--- src/rtl/oob_pkg.sv ---
// Shared types for the out-of-band COM detector.
package oob_pkg;
    // Kind of a qualifying idle gap
    typedef enum logic {
        GAP_INIT = 1'b0,
        GAP_WAKE = 1'b1
    } gap_kind_t;
endpackage

--- src/rtl/oob_sync.sv ---
// Multi-flop synchronizer for the squelch flag.
// Assumes: the input is asynchronous and slow compared with clk. It resets to 1 (idle).
module oob_sync #(
    parameter int STAGES = 2
) (
    input  logic clk,
    input  logic rst_n,
    input  logic d_async,
    output logic q_sync
);
    logic [STAGES-1:0] chain;

    // shift the asynchronous level through the flop chain
    always_ff @(posedge clk) begin
        if (!rst_n) chain <= '1;
        else        chain <= {chain[STAGES-2:0], d_async};
    end

    assign q_sync = chain[STAGES-1];
endmodule

--- src/rtl/oob_run_meter.sv ---
// Measures the length of each constant-level run of the synchronized squelch flag.
// An end-of-run strobe and the saturating length appear in the cycle the level changes.
// Assumes: the level resets to idle (1). The length saturates at all-ones.
module oob_run_meter #(
    parameter int DUR_W = 6
) (
    input  logic             clk,
    input  logic             rst_n,
    input  logic             lvl,
    output logic             burst_end,
    output logic             idle_end,
    output logic [DUR_W-1:0] run_len
);
    localparam logic [DUR_W-1:0] DUR_CEIL = '1;

    logic             lvl_d;
    logic [DUR_W-1:0] cnt;
    logic             change;

    assign change    = (lvl != lvl_d);
    assign burst_end = change &  lvl;
    assign idle_end  = change & ~lvl;
    assign run_len   = cnt;

    // track the previous level and count cycles spent at it
    always_ff @(posedge clk) begin
        if (!rst_n) begin
            lvl_d <= 1'b1;
            cnt   <= '0;
        end else begin
            lvl_d <= lvl;
            if (change)               cnt <= {{(DUR_W-1){1'b0}}, 1'b1};
            else if (cnt != DUR_CEIL) cnt <= cnt + 1'b1;
        end
    end


    sat_hold_chk: assert property (@(posedge clk) disable iff (!rst_n)
        (cnt == DUR_CEIL && !change) |=> (cnt == DUR_CEIL));
endmodule

--- src/rtl/oob_seq.sv ---
// Tallies valid bursts and classified idles and declares a COM match.
// Assumes: burst_end and idle_end never occur in the same cycle, and each max exceeds its min.
module oob_seq
    import oob_pkg::*;
#(
    parameter int DUR_W   = 6,
    parameter int TALLY_W = 3
) (
    input  logic               clk,
    input  logic               rst_n,
    input  logic               burst_end,
    input  logic               idle_end,
    input  logic [DUR_W-1:0]   run_len,
    input  logic [DUR_W-1:0]   burst_min,
    input  logic [DUR_W-1:0]   burst_max,
    input  logic [DUR_W-1:0]   init_min,
    input  logic [DUR_W-1:0]   init_max,
    input  logic [DUR_W-1:0]   wake_min,
    input  logic [DUR_W-1:0]   wake_max,
    input  logic [TALLY_W-1:0] burst_need,
    input  logic [TALLY_W-1:0] idle_need,
    output logic               det_init,
    output logic               det_wake
);
    localparam logic [TALLY_W-1:0] TALLY_CEIL = '1;

    logic [TALLY_W-1:0] burst_cnt, idle_cnt, nb, ni;
    gap_kind_t          kind, nk;
    logic               armed, narm;
    logic               burst_ok, init_ok, wake_ok;
    logic               check, hit, clr;

    assign burst_ok = (run_len >= burst_min) && (run_len <= burst_max);
    assign init_ok  = (run_len >= init_min)  && (run_len <= init_max);
    assign wake_ok  = (run_len >= wake_min)  && (run_len <= wake_max);

    // next-state of the tallies and the match decision
    always_comb begin
        nb    = burst_cnt;
        ni    = idle_cnt;
        nk    = kind;
        narm  = armed;
        check = 1'b0;
        clr   = 1'b0;
        if (burst_end) begin
            if (burst_ok) begin
                nb    = (burst_cnt == TALLY_CEIL) ? burst_cnt : burst_cnt + 1'b1;
                narm  = 1'b1;
                check = 1'b1;
            end else begin
                clr = 1'b1;
            end
        end else if (idle_end && armed) begin
            narm = 1'b0;
            if (init_ok || wake_ok) begin
                nk    = init_ok ? GAP_INIT : GAP_WAKE;
                check = 1'b1;
                if (idle_cnt != '0 && kind != nk)
                    ni = {{(TALLY_W-1){1'b0}}, 1'b1};
                else
                    ni = (idle_cnt == TALLY_CEIL) ? idle_cnt : idle_cnt + 1'b1;
            end else begin
                clr = 1'b1;
            end
        end
        hit = check && (nb >= burst_need) && (ni >= idle_need);
        if (hit || clr) begin
            nb   = '0;
            ni   = '0;
            narm = 1'b0;
        end
    end

    // register the tallies and the detection pulses
    always_ff @(posedge clk) begin
        if (!rst_n) begin
            burst_cnt <= '0;
            idle_cnt  <= '0;
            kind      <= GAP_INIT;
            armed     <= 1'b0;
            det_init  <= 1'b0;
            det_wake  <= 1'b0;
        end else begin
            burst_cnt <= nb;
            idle_cnt  <= ni;
            kind      <= nk;
            armed     <= narm;
            det_init  <= hit && (nk == GAP_INIT);
            det_wake  <= hit && (nk == GAP_WAKE);
        end
    end


    bad_burst_clear_chk: assert property (@(posedge clk) disable iff (!rst_n)
        (burst_end && run_len > burst_max) |=> (burst_cnt == '0 && idle_cnt == '0));

    bad_idle_clear_chk: assert property (@(posedge clk) disable iff (!rst_n)
        (idle_end && armed && run_len > init_max && run_len > wake_max)
        |=> (burst_cnt == '0 && idle_cnt == '0));

    kind_restart_chk: assert property (@(posedge clk) disable iff (!rst_n)
        (idle_end && armed && idle_cnt != '0 && kind == GAP_INIT && !init_ok && wake_ok
         && idle_need > 3'd1) |=> (idle_cnt == 3'd1));

    match_clear_chk: assert property (@(posedge clk) disable iff (!rst_n)
        (det_init || det_wake) |-> (burst_cnt == '0 && idle_cnt == '0 && !armed));

    single_pulse_chk: assert property (@(posedge clk) disable iff (!rst_n)
        (det_init || det_wake) |=> !(det_init || det_wake));
endmodule

--- src/rtl/oob_com_detect.sv ---
// Top level: squelch synchronizer, run-length meter and COM sequence tally.
// Assumes: clk is the slow squelch clock, and sq_idle is high while the line is idle.
module oob_com_detect #(
    parameter int SYNC_STAGES = 2,
    parameter int DUR_W       = 6,
    parameter int TALLY_W     = 3
) (
    input  logic               clk,
    input  logic               rst_n,
    input  logic               sq_idle,
    input  logic [DUR_W-1:0]   cfg_burst_min,
    input  logic [DUR_W-1:0]   cfg_burst_max,
    input  logic [DUR_W-1:0]   cfg_init_min,
    input  logic [DUR_W-1:0]   cfg_init_max,
    input  logic [DUR_W-1:0]   cfg_wake_min,
    input  logic [DUR_W-1:0]   cfg_wake_max,
    input  logic [TALLY_W-1:0] cfg_burst_need,
    input  logic [TALLY_W-1:0] cfg_idle_need,
    output logic               init_det,
    output logic               wake_det
);
    logic             sq_s;
    logic             burst_end, idle_end;
    logic [DUR_W-1:0] run_len;

    oob_sync #(.STAGES(SYNC_STAGES)) u_sync (
        .clk(clk), .rst_n(rst_n), .d_async(sq_idle), .q_sync(sq_s)
    );

    oob_run_meter #(.DUR_W(DUR_W)) u_meter (
        .clk(clk), .rst_n(rst_n), .lvl(sq_s),
        .burst_end(burst_end), .idle_end(idle_end), .run_len(run_len)
    );

    oob_seq #(.DUR_W(DUR_W), .TALLY_W(TALLY_W)) u_seq (
        .clk(clk), .rst_n(rst_n),
        .burst_end(burst_end), .idle_end(idle_end), .run_len(run_len),
        .burst_min(cfg_burst_min), .burst_max(cfg_burst_max),
        .init_min(cfg_init_min), .init_max(cfg_init_max),
        .wake_min(cfg_wake_min), .wake_max(cfg_wake_max),
        .burst_need(cfg_burst_need), .idle_need(cfg_idle_need),
        .det_init(init_det), .det_wake(wake_det)
    );


    excl_out_chk: assert property (@(posedge clk) disable iff (!rst_n)
        $onehot0({init_det, wake_det}));
endmodule

--- config.mk ---
export PLATFORM = sky130hd
export DESIGN_NAME = oob_com_detect
export DESIGN_NICKNAME = d
export VERILOG_FILES = /design/src/rtl/oob_pkg.sv /design/src/rtl/oob_sync.sv /design/src/rtl/oob_run_meter.sv /design/src/rtl/oob_seq.sv /design/src/rtl/oob_com_detect.sv
export SDC_FILE = /design/constraint.sdc
export NUM_CORES = 1
export LEC_CHECK = 0
export ABC_AREA = 1
export BUFFER_PORTS_ARGS = -buffer_cell sky130_fd_sc_hd__buf_2
export CAP_MARGIN = 20
export CORE_ASPECT_RATIO = 1.75
export CORE_MARGIN = 2
export CORE_UTILIZATION = 50
export DETAILED_ROUTE_END_ITERATION = 10
export PLACE_DENSITY = 0.74
export SYNTH_ARGS = -nofsm -noshare
export SYNTH_HDL_FRONTEND = slang
export SYNTH_SLANG_ARGS = --single-unit
--- constraint.sdc ---
create_clock -name clk -period 2.5 [get_ports clk]
set_input_delay 0.25 -clock clk [delete_from_list [all_inputs] [get_ports clk]]
set_output_delay 0.25 -clock clk [all_outputs]
set_load 0.03 [all_outputs]
======== After elaboration in Yosys (flattened, before gate mapping) ========
Index checks and enable logic that the tools add are counted.
word-level totals
  flip-flop bits (word level) ............. 19
  word-level logic and storage cells ...... 74
cells by class
  add/subtract/negate cells ............... 3
  order comparisons ....................... 8
  equality and inequality tests ........... 6
  muxes and demuxes ....................... 25
  bitwise operators ....................... 5
  reductions and logical operators ........ 17
operators with widths
  kind                   count
  $mux W3                8
  $ge A6 B6 Y1           3
  $le A6 B6 Y1           3
  $mux W1                17
  $logic_and A1 B1 Y1    9
  $add A3 B1 Y3 const B  2
  $add A6 B1 Y6 const B  1
  $eq A3 B3 Y1 const B   2
  $ge A3 B3 Y1           2
  $ne A6 B6 Y1 const B   1
  $reduce_bool A2 Y1     2
  $reduce_or A2 Y1       2
  $not A1 Y1             3
  $reduce_bool A3 Y1     1
  $and A1 B1 Y1          2
  $logic_or A1 B1 Y1     2
  $ne A1 B1 Y1           2
  $ne A2 B1 Y1 const B   1
  $reduce_and A2 Y1      1

======== Logic depth before layout (Yosys ltp) ========
Gate-level depths: netlist (run 1).
  depth after elaboration ................. 13
  mapped depth ............................ 25

======== Hierarchy ========
Synthesis (run 1) repeated with hierarchy kept, for this count alone.
unflattened totals
  cells, all modules ...................... 319
  area total of the unflattened synthesis .. 2164.6 um^2
modules (own cells, without submodules)
  module         times used  cells each  area each (um^2)  sequential area each (um^2)
  oob_seq        1           267         1745.4            200.2
  oob_run_meter  1           46          364.1             140.1
  oob_sync       1           6           55.1              40.0

======== Least setup slack after synthesis (run 1) ========
Ideal clock, no wire load.
  path type ............................... flip-flop to flip-flop
  start ................................... reg u_meter.cnt[5] (netlist: u_meter.run_len[5])
  end ..................................... reg u_seq.idle_cnt[0]
  arrival ................................. 2.387 ns
  data required time ...................... 2.391 ns
  slack ................................... 0.004 ns
  cell stages (with the launch flop) ...... 21
  path buffers ............................ 0
  period minus slack after synthesis ...... 2.496 ns
  cell sequence ........................... dfxtp_1 ha_1 a21o_1 nor2_1 nand2_2 nand3_1 nand2_1 nor2_2 nand2_2 nand2_1 inv_1 ha_1 nand2_1 o211ai_1 o21ai_0 inv_1 nand2_4 inv_2 nor2_2 nand2_1 inv_1
between the ends
  word-level cells in the longest chain between the ends .. 13
  elaborated cells between the ends (all ways) .. 33
  those cells by class .................... order compare: 8; eq/ne: 1; mux: 15; reduce/logical: 9
ends and longest elaborated chain
  element                                              line                 RTL
  start: declaration                                   oob_run_meter.sv:17  logic [DUR_W-1:0] cnt;
  start signal: assignment                             oob_run_meter.sv:32  if (change) cnt <= {{(DUR_W-1){1'b0}}, 1'b1};
  start signal: assignment                             oob_run_meter.sv:33  else if (cnt != DUR_CEIL) cnt <= cnt + 1'b1;
  $ge A6 B6 Y1 / $le A6 B6 Y1 (equally long branches)  oob_seq.sv:34        assign init_ok = (run_len >= init_min) && (run_len <= init_max);
  $logic_and A1 B1 Y1                                  oob_seq.sv:34
  $mux W1                                              oob_seq.sv:56        nk = init_ok ? GAP_INIT : GAP_WAKE;
  $ne A1 B1 Y1                                         oob_seq.sv:58        if (idle_cnt != '0 && kind != nk)
  $logic_and A1 B1 Y1                                  oob_seq.sv:58
  $mux W3                                              oob_seq.sv:58
  $mux W3                                              oob_seq.sv:55        if (init_ok || wake_ok) begin
  $mux W3                                              oob_seq.sv:53        end else if (idle_end && armed) begin
  $mux W3                                              oob_seq.sv:45        if (burst_end) begin
  $ge A3 B3 Y1                                         oob_seq.sv:66        hit = check && (nb >= burst_need) && (ni >= idle_need);
  $logic_and A1 B1 Y1                                  oob_seq.sv:66
  $logic_or A1 B1 Y1                                   oob_seq.sv:67        if (hit || clr) begin
  $reduce_or A2 Y1 (no line)                           n/a
  end signal: assignment                               oob_seq.sv:85        idle_cnt <= ni;
  end: declaration                                     oob_seq.sv:27        logic [TALLY_W-1:0] burst_cnt, idle_cnt, nb, ni;
Several ways; a longest one is shown, not always the timed one.
A chain may end at the register's enable or synchronous reset.

======== Worst setup path after layout (run 1) ========
  start ................................... reg u_meter.cnt[2] (netlist: u_meter.run_len[2])
  end ..................................... reg u_seq.burst_cnt[0]
between the ends
  word-level cells in the longest chain between the ends .. 13
  elaborated cells between the ends (all ways) .. 33
  those cells by class .................... order compare: 8; eq/ne: 1; mux: 15; reduce/logical: 9
ends and longest elaborated chain
  element                                              line           RTL
  $ge A6 B6 Y1 / $le A6 B6 Y1 (equally long branches)  oob_seq.sv:34
  $logic_and A1 B1 Y1                                  oob_seq.sv:34
  $mux W1                                              oob_seq.sv:56
  $ne A1 B1 Y1                                         oob_seq.sv:58
  $logic_and A1 B1 Y1                                  oob_seq.sv:58
  $mux W3                                              oob_seq.sv:58
  $mux W3                                              oob_seq.sv:55
  $mux W3                                              oob_seq.sv:53
  $mux W3                                              oob_seq.sv:45
  $ge A3 B3 Y1                                         oob_seq.sv:66
  $logic_and A1 B1 Y1                                  oob_seq.sv:66
  $logic_or A1 B1 Y1                                   oob_seq.sv:67
  $reduce_or A2 Y1 (no line)                           n/a
  end signal: assignment                               oob_seq.sv:84  burst_cnt <= nb;
  end: declaration                                     oob_seq.sv:27
Several ways; a longest one is shown, not always the timed one.

==> metrics.md, run 1 <==
| Metric | Value |
|---|---|
| Outcome | `finished with violations` |
| Failing checks | `setup timing` |
| Post-synth ARST share | `0` |
| Crit path launch type | `flip-flop` |
| Crit path cell chain | `buf_6 > ha_4 > nand2_2 > nor2_2 > nand2_1 > nand3_2 > nand2_2 > nand3_2 > inv_2 > nand2_4 > xor2_2 > ha_1 > inv_1 > nand2_1 > a21oi_2 > nor2_2 > o21ai_1 > inv_1 > nand2_4 > nand2b_4 > nor2_1` |
| Number of global-route vias before repair | `around 2300` |
| Max VDD drop | `around 350 uV` |
| Synth Cell Area | `between 2000 and 2500 um2` |
| Max cap viols | `0` |
| DP Wirelength | `roughly 3900 um` |
| GPL Wtd Cong | `0.8095` |
| Initial Util | `0.5207` |
| Internal power | `around 0.54 mW` |
| CTS tree | `done` |
| Wire length on met3 | `between 100 and 150 um` |
| Met1 WL | `1931 um` |
| Synth Register Bits | `19` |
| Clock tree sinks | `19` |
| Worst-Margin Slew | `between 0.2 and 0.3 ns` |
| Cts hold-fix bufs | `0` |
| Share of cells above drive strength 1 | `0.4134` |
| Max incr delay on CP | `around 0.33 ns` |
| Global-route wire length before repair | `between 8000 and 9000 um` |
| Ranking of synthesized cells by area | `ha_1 (28%), dfxtp_1 (18%), inv_1 (15%)` |
| Top layer in use | `met4` |
| Post-synthesis sequential area ratio | `0.1760` |
| Mapped Cells | `roughly 320` |
| Ys flop type | `dfxtp_1` |
| Largest net degree at the start of global routing | `12` |
| Switching Share | `0.3151` |
| Max Slew Vio Count | `0` |
| Drt pass-1 iters | `4` |
| Avg Vias per Cell | `approximately 5.0` |
| PD cells | `roughly 250 nW/um2` |
| Crit path max fanout | `6` |
| DRC viols | `0` |
| Fillers | `320` |
| Yosys top cell area share | `0.2779` |
| GR Util All Layers | `0.2396` |
| IO Pins | `47` |
| Average wire per standard cell | `roughly 12 um` |
| CTS HTree Levels | `1` |
| Worst EP arrival | `slightly below 3 ns` |
| Top-count cell post-synth | `inv_1` |
| Fin util | `0.7516` |
| Max clock buf depth | `2` |
| Drt initial violations | `36` |
| Logic pwr share | `0.323` |
| Site Rows | `31` |
| Yosys cell types | `29` |
| Routed via count | `2244` |
| Leading cell types by count after synthesis | `inv_1 (87), nand2_1 (77), ha_1 (48), nor2_1 (20), dfxtp_1 (19)` |
| LEAKAGE | `approximately 1.7 nW` |
| Minimum clock period | `approximately 2.7 ns` |
| EDFF count, synth | `0` |
| Period utilisation layout | `1.084` |
| Footprint of the multi-input gates | `between 1500 and 2000 um2` |
| TritonCTS Buffers | `3` |
| Chip height | `between 90 and 100 um` |
| Setup violators final | `9` |
| Dpl cells | `between 400 and 500` |
| Clock-pin slew on the worst setup and hold paths | `about 0.07 ns` |
| Sequential group share of total power | `0.396` |
| Die ar. | `between 4000 and 5000 um2` |
| Crit Path Class | `flip-flop to flip-flop` |
| Psw | `between 0.2 and 0.25 mW` |
| P&R area growth vs syn | `44.35%` |
| Crit end category | `flip-flop` |
| Initial antenna violation count | `0` |
| Area post-placement | `~2600 um2` |
| Number of buffer cells added on primary ports | `between 40 and 50` |
| Cell accounting for the most synthesized area | `ha_1` |
| Drt total wl | `5504 um` |
| Critical Path RT | `2.70 ns` |
| ANT cells | `0` |
| Pre-CTS setup slack | `-0.2842 ns` |
| Maximum clock rate | `about 370 MHz` |
| Core area | `4150 um2` |
| Final #Nets | `498` |
| Final worst slack | `-0.2107 ns` |
| Finished Layout Cells | `around 450` |
| Final Hold Viols | `0` |
| Avg Cell Area, Syn | `6.711 um2` |
| RSZ-0062 raised after global routing | `true` |
| HP Class | `input port to flip-flop` |
| Clock network power share | `0.281` |
| Routed Antenna Nets | `0` |
| Synth Net Count | `between 400 and 500` |
| Worst-Skew Late Latency | `around 0.26 ns` |
| Worst Skew | `between 0.004 and 0.005 ns` |
| Synth warn | `0` |
| Sequential Area | `between 300 and 400 um2` |
| Met2 Wirelength | `3261 um` |
| Flop2flop setup slack | `-0.21 ns` |
| Final Cell Area | `3119 um2` |
| Root Buffer | `clkbuf_8` |
| Crit-path slowest cell | `dfxtp_2` |
| GRT Residual Overflow | `0` |
| Worst slew margin | `0.8112` |
| DIE WIDTH | `between 50 and 60 um` |
==> per-layer routing <==
| metal | vias to the layer above | GRT usage |
|---|---|---|
| li1 | 1150 | - |
| met1 | 1029 | 0.2104 |
| met2 | 49 | 0.4848 |
| met3 | 16 | 0.02961 |
| met4 | 0 | 0.09829 |
| met5 | - | 0 |
==> metrics by stage <==
stage	TNS, ns	power, mW	hold slack, ns
floorplan	0	0.4360	0.3188
global placement	-1.931	0.5149	0.3954
detailed placement	-2.350	0.5227	0.3990
CTS	-0.8194	0.7717	0.1710
global route	-3.218	0.8356	0.1807
finish	-1.630	0.7906	0.1704
==> state kept, by name (all words and copies together) (netlist names) <==
signal and flops:
u_meter.run_len 6, u_seq.burst_cnt 3, u_seq.idle_cnt 3, u_sync.chain 2, u_meter.lvl_d 1, u_seq.armed 1, u_seq.det_init 1, u_seq.det_wake 1
u_seq.kind 1
==> area by class of cell <==
class	instances	share of cell area
clock buffers	3	0.01324
clock inverters	1	0.001604
inverters	90	0.1091
multi-input cells	213	0.5744
flip-flops and latches	19	0.1252
well taps	49	0.01966
repair buffers	78	0.1568
==> logic make-up after synthesis <==
logic type	synth area share
DFF	0.1760
xor gates and xnor gates	0.01564
adders and majority gates	0.2779
buffers and inverters	0.1563
and+or+nand+nor	0.3109
AOI/OAI and AO/OA	0.06312
==> worst paths after layout <==
path / cells after the start / start / endpoint
worst min register to register: 1 / u_sync.chain[0] / u_sync.chain[1]
worst max register to register: 21 / u_meter.run_len[2] / u_seq.burst_cnt[0]
worst max-delay path: 21 / u_meter.run_len[2] / u_seq.burst_cnt[0]
worst min-delay path: 2 / sq_idle / u_sync.chain[0]
==> critical path: cells and delay by family, from the launching register on <==
kind / cells / cell delay (ns)
xor+xnor: 1 / 0.15
flops: 1 / 0.33
compound gates: 2 / 0.25
fa+ha+maj: 2 / 0.53
buf+inv: 4 / 0.36
simple gates: 12 / 1.01
==> power groups by stage <==
stage	clock network, mW	logic [mW]	registers, mW
final	0.222	0.255	0.313
after global routing	0.232	0.290	0.314
after CTS	0.221	0.238	0.313
after detailed placement	0	0.204	0.319
after global placement	0	0.196	0.319
after floorplan	0	0.114	0.322
==> timing repair <==
action / CTS / global route
gates resized for setup: 49 / 18
buffers inserted: 10 / 1
endpoints found under the setup margin: 9 / 9
pin swaps: 36 / 13
==> layout by cell type (no fill, tap or decap), drive strengths merged, types with 5 or more instances in the layout <==
cell type / synthesis / final
buf: 0 / 78
nor3: 5 / 5
nand2: 86 / 86
dfxtp: 19 / 19
o21ai: 5 / 5
a21oi: 13 / 13
ha: 48 / 48
nor2: 24 / 24
nand3: 18 / 18
inv: 90 / 90
No activity file was read; power rests on OpenSTA's default activity.
==> inputs of run 2 (changes only) <==
--- a/config.mk
+++ b/config.mk
@@ -12,7 +12,7 @@
 export CORE_MARGIN = 2
 export CORE_UTILIZATION = 50
 export DETAILED_ROUTE_END_ITERATION = 10
-export PLACE_DENSITY = 0.74
+export PLACE_DENSITY = 0.88
 export SYNTH_ARGS = -nofsm -noshare
 export SYNTH_HDL_FRONTEND = slang
 export SYNTH_SLANG_ARGS = --single-unit
==> constraint.sdc (replaced) <==
create_clock -name clk -period 2.5 [get_ports clk]
set_input_delay 0.125 -clock clk [delete_from_list [all_inputs] [get_ports clk]]
set_output_delay 0.125 -clock clk [all_outputs]
set_load 0.03 [all_outputs]
==> metrics.md, run 2 (synthesized netlist as in run 1, its figures left out) <==
| Metric | Value |
|---|---|
| WHS Path Cells | `2` |
| Drt total wl | `between 6000 and 7000 um` |
| DRC viols | `0` |
| Crit Path Class | `flip-flop to flip-flop` |
| Crit-path slowest cell | `dfxtp_2` |
| Max Slew Vio Count | `0` |
| Final Hold Viols | `0` |
| DP Wirelength | `roughly 4000 um` |
| IO Pins | `47` |
| Number of buffer cells added on primary ports | `46` |
| Average wire per standard cell | `~15 um` |
| Largest Register | `u_meter.run_len` |
| Max incr delay on CP | `about 0.34 ns` |
| Chip height | `90.97 um` |
| Routed Antenna Nets | `0` |
| Crit path max fanout | `6` |
| Final Cell Area | `between 3000 and 4000 um2` |
| Final Hold Slack | `0.04945 ns` |
| Drt pass-1 iters | `4` |
| Max VDD drop | `approximately 520 uV` |
| Registers with the most flip-flops | `u_meter.run_len (6), u_seq.burst_cnt (3), u_seq.idle_cnt (3)` |
| Crit path launch type | `flip-flop` |
| Crit end category | `flip-flop` |
| Worst-Skew Late Latency | `around 0.26 ns` |
| Reg2reg path depth | `21` |
| Crit path cell chain | `buf_8 > ha_4 > nand2_4 > nor2_4 > nand2_2 > nand3_2 > nand2_4 > nand3_4 > nand2_4 > nand2_1 > nand2_1 > nand2_4 > inv_2 > ha_4 > nand2_2 > o211ai_1 > o21ai_1 > inv_1 > nand2_4 > nand2b_4 > nor2_1` |
| Minimum clock period | `about 2.7 ns` |
| CTS tree | `done` |
| Worst EP arrival | `between 2 and 3 ns` |
| Core area | `between 4000 and 5000 um2` |
| LEAKAGE | `approximately 1.7 nW` |
| Avg Vias per Cell | `between 5 and 6` |
| GR Util All Layers | `0.2783` |
| Dpl cells | `about 440` |
| Critical Path RT | `~2.7 ns` |
| Reg2reg end | `u_seq.armed` |
| Hold Startpoint | `sq_idle` |
| Number of flip-flops under the largest register name | `6` |
| Max cap viols | `0` |
| Sequential Area | `approximately 390 um2` |
| Final worst slack | `-0.2081 ns` |
| DIE WIDTH | `around 54 um` |
| Initial Util | `0.5207` |
| CP top delay family | `simple AND/OR/NAND/NOR gates` |
| Final #Nets | `between 400 and 500` |
| Max clock buf depth | `2` |
| Footprint of the multi-input gates | `approximately 1900 um2` |
| Worst-Margin Slew | `approximately 0.25 ns` |
| Largest net degree at the start of global routing | `11` |
| Maximum clock rate | `369.3 MHz` |
| Failing checks | `setup timing` |
| Share of cells above drive strength 1 | `0.4615` |
| Initial antenna violation count | `0` |
| GRT Residual Overflow | `0` |
| RSZ-0062 raised after global routing | `true` |
| Period utilisation layout | `1.083` |
| Hold endpoint | `u_sync.chain[0]` |
| Worst Skew | `about 0.0056 ns` |
| Fin util | `0.7866` |
| Number of global-route vias before repair | `between 2000 and 2500` |
| Clock-pin slew on the worst setup and hold paths | `~0.070 ns` |
| Worst reg2reg path startpoint | `u_meter.run_len[5]` |
| Root Buffer | `clkbuf_8` |
| Site Rows | `31` |
| Fillers | `259` |
| Finished Layout Cells | `452` |
| P&R area growth vs syn | `51.07%` |
| Cts hold-fix bufs | `0` |
| Worst slew margin | `0.8308` |
| CTS HTree Levels | `1` |
| Flop2flop setup slack | `-0.21 ns` |
| Number of buffers and inverters on the critical path | `3` |
| Most common cell after layout, fill and taps aside | `inv_1` |
| Die ar. | `~4900 um2` |
| Global-route wire length before repair | `between 10000 and 15000 um` |
| Area post-placement | `about 2600 um2` |
| PD cells | `252.2 nW/um2` |
| Commonest cells after routing, fill and taps aside | `inv_1 (82), nand2_1 (57), buf_2 (46)` |
| HP Class | `input port to flip-flop` |
| Routed via count | `roughly 2300` |
| TritonCTS Buffers | `3` |
| GPL Wtd Cong | `roughly 0.9` |
| ANT cells | `0` |
| Clock tree sinks | `19` |
| Most used cell, CP | `nand2_4` |
| Setup violators final | `9` |
| Outcome | `finished with violations` |
| Drt initial violations | `between 40 and 50` |
[run 2: cell types whose count changed in the layout (fill, tap and decap cells not counted), sizes merged]
| cell | change |
|---|---|
| clkinv | -1 |
| clkbuf | +1 |
| buf | -1 |
[run 2: power breakdown]
| group | switching [mW] | internal (mW) | leakage (nW) |
|---|---|---|---|
| registers | 0.00439 | 0.309 | 0.157 |
| logic | 0.155 | 0.135 | 1.57 |
| clock network | 0.105 | 0.114 | 0.0228 |
[run 2: worst register-to-register path, delay by kind of cell, from the launching register on]
kind            cells  cell delay, ns
fa+ha+maj           2            0.56
flops               1            0.34
compound gates      2            0.25
buf+inv             3            0.28
simple gates       14            1.15
[run 2: worst max-delay path by stage]
stage | depth (start not counted) | startpoint | slack [ns] | end
CTS | 22 | u_meter.run_len[5] | -0.07 | u_seq.armed
global route | 23 | u_meter.run_len[5] | -0.37 | u_seq.idle_cnt[0]
floorplan | 20 | u_meter.run_len[5] | 0.004 | u_seq.idle_cnt[0]
global placement | 22 | u_meter.run_len[0] | -0.17 | u_seq.idle_cnt[0]
finish | 21 | u_meter.run_len[5] | -0.21 | u_seq.armed
detailed placement | 20 | u_meter.run_len[0] | -0.27 | u_seq.burst_cnt[2]
[run 2: layer usage]
| metal | part of all wire | wire [um] | track usage |
|---|---|---|---|
| met5 | 0 | 0 | 0 |
| met4 | 0.048 | 323 | 0.1453 |
| met3 | 0.041 | 272 | 0.04605 |
| met2 | 0.57 | 3784 | 0.5061 |
| met1 | 0.34 | 2280 | 0.2793 |
[run 2: layout make-up]
type | count | share of cell area
Inverter | 90 | 0.1043
Tap cell | 49 | 0.01878
Clock buffer | 4 | 0.01380
Sequential cell | 19 | 0.1188
Multi-Input combinational cell | 213 | 0.5922
Timing Repair Buffer | 77 | 0.1522
[run 2: timing repair]
item	in CTS	in global routing
setup buffers	8	2
setup endpoints to repair	9	9
resized for setup	73	20
pin swaps	41	17
[run 2: metrics by stage]
| step | setup TNS, ns | total power, mW | worst slack [ns] |
|---|---|---|---|
| 2_1_floorplan | 0 | 0.4360 | 0.004092 |
| 6_report | -1.684 | 0.8232 | -0.2081 |
| 4_1_cts | -0.4620 | 0.7882 | -0.06735 |
| 3_3_place_gp | -1.362 | 0.5081 | -0.1682 |
| 5_1_grt | -3.162 | 0.8781 | -0.3676 |
| 3_5_place_dp | -2.244 | 0.5197 | -0.2651 |
==> inputs of run 3 (changes only) <==
--- a/config.mk
+++ b/config.mk
@@ -11,8 +11,9 @@
 export CORE_ASPECT_RATIO = 1.75
 export CORE_MARGIN = 2
 export CORE_UTILIZATION = 50
+export CTS_CLUSTER_DIAMETER = 50
 export DETAILED_ROUTE_END_ITERATION = 10
-export PLACE_DENSITY = 0.88
+export PLACE_DENSITY = 0.86
 export SYNTH_ARGS = -nofsm -noshare
 export SYNTH_HDL_FRONTEND = slang
 export SYNTH_SLANG_ARGS = --single-unit
==> metrics.md, run 3 (synthesized netlist as in run 1, its figures left out) <==
| Metric | Value |
|---|---|
| HP Class | `input port to flip-flop` |
| GR Util All Layers | `0.2547` |
| Clock tree sinks | `19` |
| Root Buffer | `clkbuf_8` |
| Worst-Margin Slew | `around 0.30 ns` |
| Crit end category | `flip-flop` |
| Failing checks | `setup timing` |
| Average wire per standard cell | `roughly 13 um` |
| Final Power | `between 0.7 and 0.8 mW` |
| Largest Register | `u_meter.run_len` |
| Setup violators final | `9` |
| Avg Vias per Cell | `between 5 and 6` |
| Cts hold-fix bufs | `0` |
| Initial antenna violation count | `0` |
| Pre-CTS setup slack | `-0.3101 ns` |
| GRT Residual Overflow | `0` |
| Max incr delay on CP | `roughly 0.34 ns` |
| Crit path launch type | `flip-flop` |
| Core area | `~4200 um2` |
| Dpl cells | `between 400 and 500` |
| Worst EP arrival | `a little under 3 ns` |
| Worst-Skew Late Latency | `~0.25 ns` |
| Worst Skew | `around 0.0024 ns` |
| Max Slew Vio Count | `0` |
| DP Wirelength | `~4200 um` |
| Drt total wl | `between 5000 and 6000 um` |
| Number of flip-flops under the largest register name | `6` |
| Most common cell after layout, fill and taps aside | `inv_1` |
| Period utilisation layout | `1.080` |
| Site Rows | `31` |
| Area post-placement | `2610 um2` |
| Finished Layout Cells | `~450` |
| LEAKAGE | `between 1.5 and 2 nW` |
| RSZ-0062 raised after global routing | `true` |
| DRC viols | `0` |
| Final #Nets | `between 400 and 500` |
| Routed via count | `~2300` |
| DIE WIDTH | `around 54 um` |
| Most used cell, CP | `inv_1` |
| Drt pass-1 iters | `4` |
| Max clock buf depth | `2` |
| Fin Setup TNS | `-1.469 ns` |
| Chip height | `approximately 91 um` |
| Final Cell Area | `about 3100 um2` |
| Number of buffer cells added on primary ports | `46` |
| Final Hold Slack | `0.06321 ns` |
| Crit path max fanout | `3` |
| Initial Util | `0.5207` |
| Number of global-route vias before repair | `~2400` |
| CTS tree | `done` |
| Routed Antenna Nets | `0` |
| P&R area growth vs syn | `41.23%` |
| Number of buffers and inverters on the critical path | `7` |
| Max cap viols | `0` |
| Share of cells above drive strength 1 | `0.3846` |
| Registers with the most flip-flops | `u_meter.run_len (6), u_seq.burst_cnt (3), u_seq.idle_cnt (3)` |
| Maximum clock rate | `roughly 370 MHz` |
| Commonest cells after routing, fill and taps aside | `inv_1 (84), nand2_1 (69), buf_2 (46)` |
| GPL Wtd Cong | `0.8653` |
| Crit path cell chain | `buf_4 > ha_1 > nand2_2 > inv_1 > a21oi_2 > nand3_2 > nand3_2 > inv_2 > nand2_4 > xor2_2 > ha_1 > inv_1 > nand2_1 > a21oi_2 > nor2_1 > o21ai_1 > inv_1 > nand2_4 > inv_2 > nor2_2 > nand2_1 > inv_1` |
| Minimum clock period | `2.701 ns` |
| Crit-path slowest cell | `dfxtp_2` |
| Final worst slack | `-0.2008 ns` |
| Crit Path Class | `flip-flop to flip-flop` |
| Largest net degree at the start of global routing | `12` |
| CTS HTree Levels | `1` |
| Global-route wire length before repair | `9584 um` |
| PD cells | `about 250 nW/um2` |
| Outcome | `finished with violations` |
| Clock-pin slew on the worst setup and hold paths | `approximately 0.070 ns` |
| Final Hold Viols | `0` |
| IO Pins | `47` |
| Fin util | `0.7353` |
| Critical Path RT | `approximately 2.7 ns` |
| CP top delay family | `simple AND/OR/NAND/NOR gates` |
| Die ar. | `slightly below 5000 um2` |
| Worst slew margin | `0.7954` |
| TritonCTS Buffers | `3` |
| Fillers | `slightly below 300` |
| Max VDD drop | `~400 uV` |
| ANT cells | `0` |
| Drt initial violations | `40` |
[run 3: cell count changes in the layout (fill, tap and decap cells not counted), sizes merged]
cell,previous run,this run
clkinv,0,1
clkbuf,4,3
[run 3: path summary, 6_finish.rpt]
| check | start | endpoint | slack [ns] | cells past startpoint |
|---|---|---|---|---|
| worst max-delay path | u_meter.run_len[5] | u_seq.idle_cnt[0] | -0.20 | 22 |
| worst min-delay path | sq_idle | u_sync.chain[0] | 0.06 | 2 |
| worst max register to register | u_meter.run_len[5] | u_seq.idle_cnt[0] | -0.20 | 22 |
| worst min register to register | u_sync.chain[0] | u_sync.chain[1] | 0.44 | 1 |
[run 3: what timing repair did]
item | 4_1_cts | 5_1_grt
setup endpoints to repair | 9 | 9
resized for setup | 48 | 10
buffers inserted | 7 | 3
pin swaps | 35 | 14
endpoints found under the hold margin | 0 | 0
[run 3: metal layers]
metal / wire length [um] / global-route usage / part of all wire
met1: 2026 / 0.2377 / 0.35
met2: 3411 / 0.5000 / 0.59
met3: 192 / 0.02796 / 0.033
met4: 171 / 0.1111 / 0.029
met5: 0 / 0 / 0
[run 3: layout make-up]
cell class	count	area (um2)	area share
multi-input cells	213	1719	0.5633
well taps	49	61.31	0.02009
clock inverters	1	5.005	0.001640
clock buffers	3	41.29	0.01353
flip-flops and latches	19	387.9	0.1271
inverters	90	340.3	0.1115
repair buffers	77	496.7	0.1628
[run 3: report_power, final]
group          total (mW)  internal (mW)  switching, mW
Sequential          0.314          0.309        0.00462
Combinational       0.253          0.120          0.133
Clock               0.209          0.111         0.0981
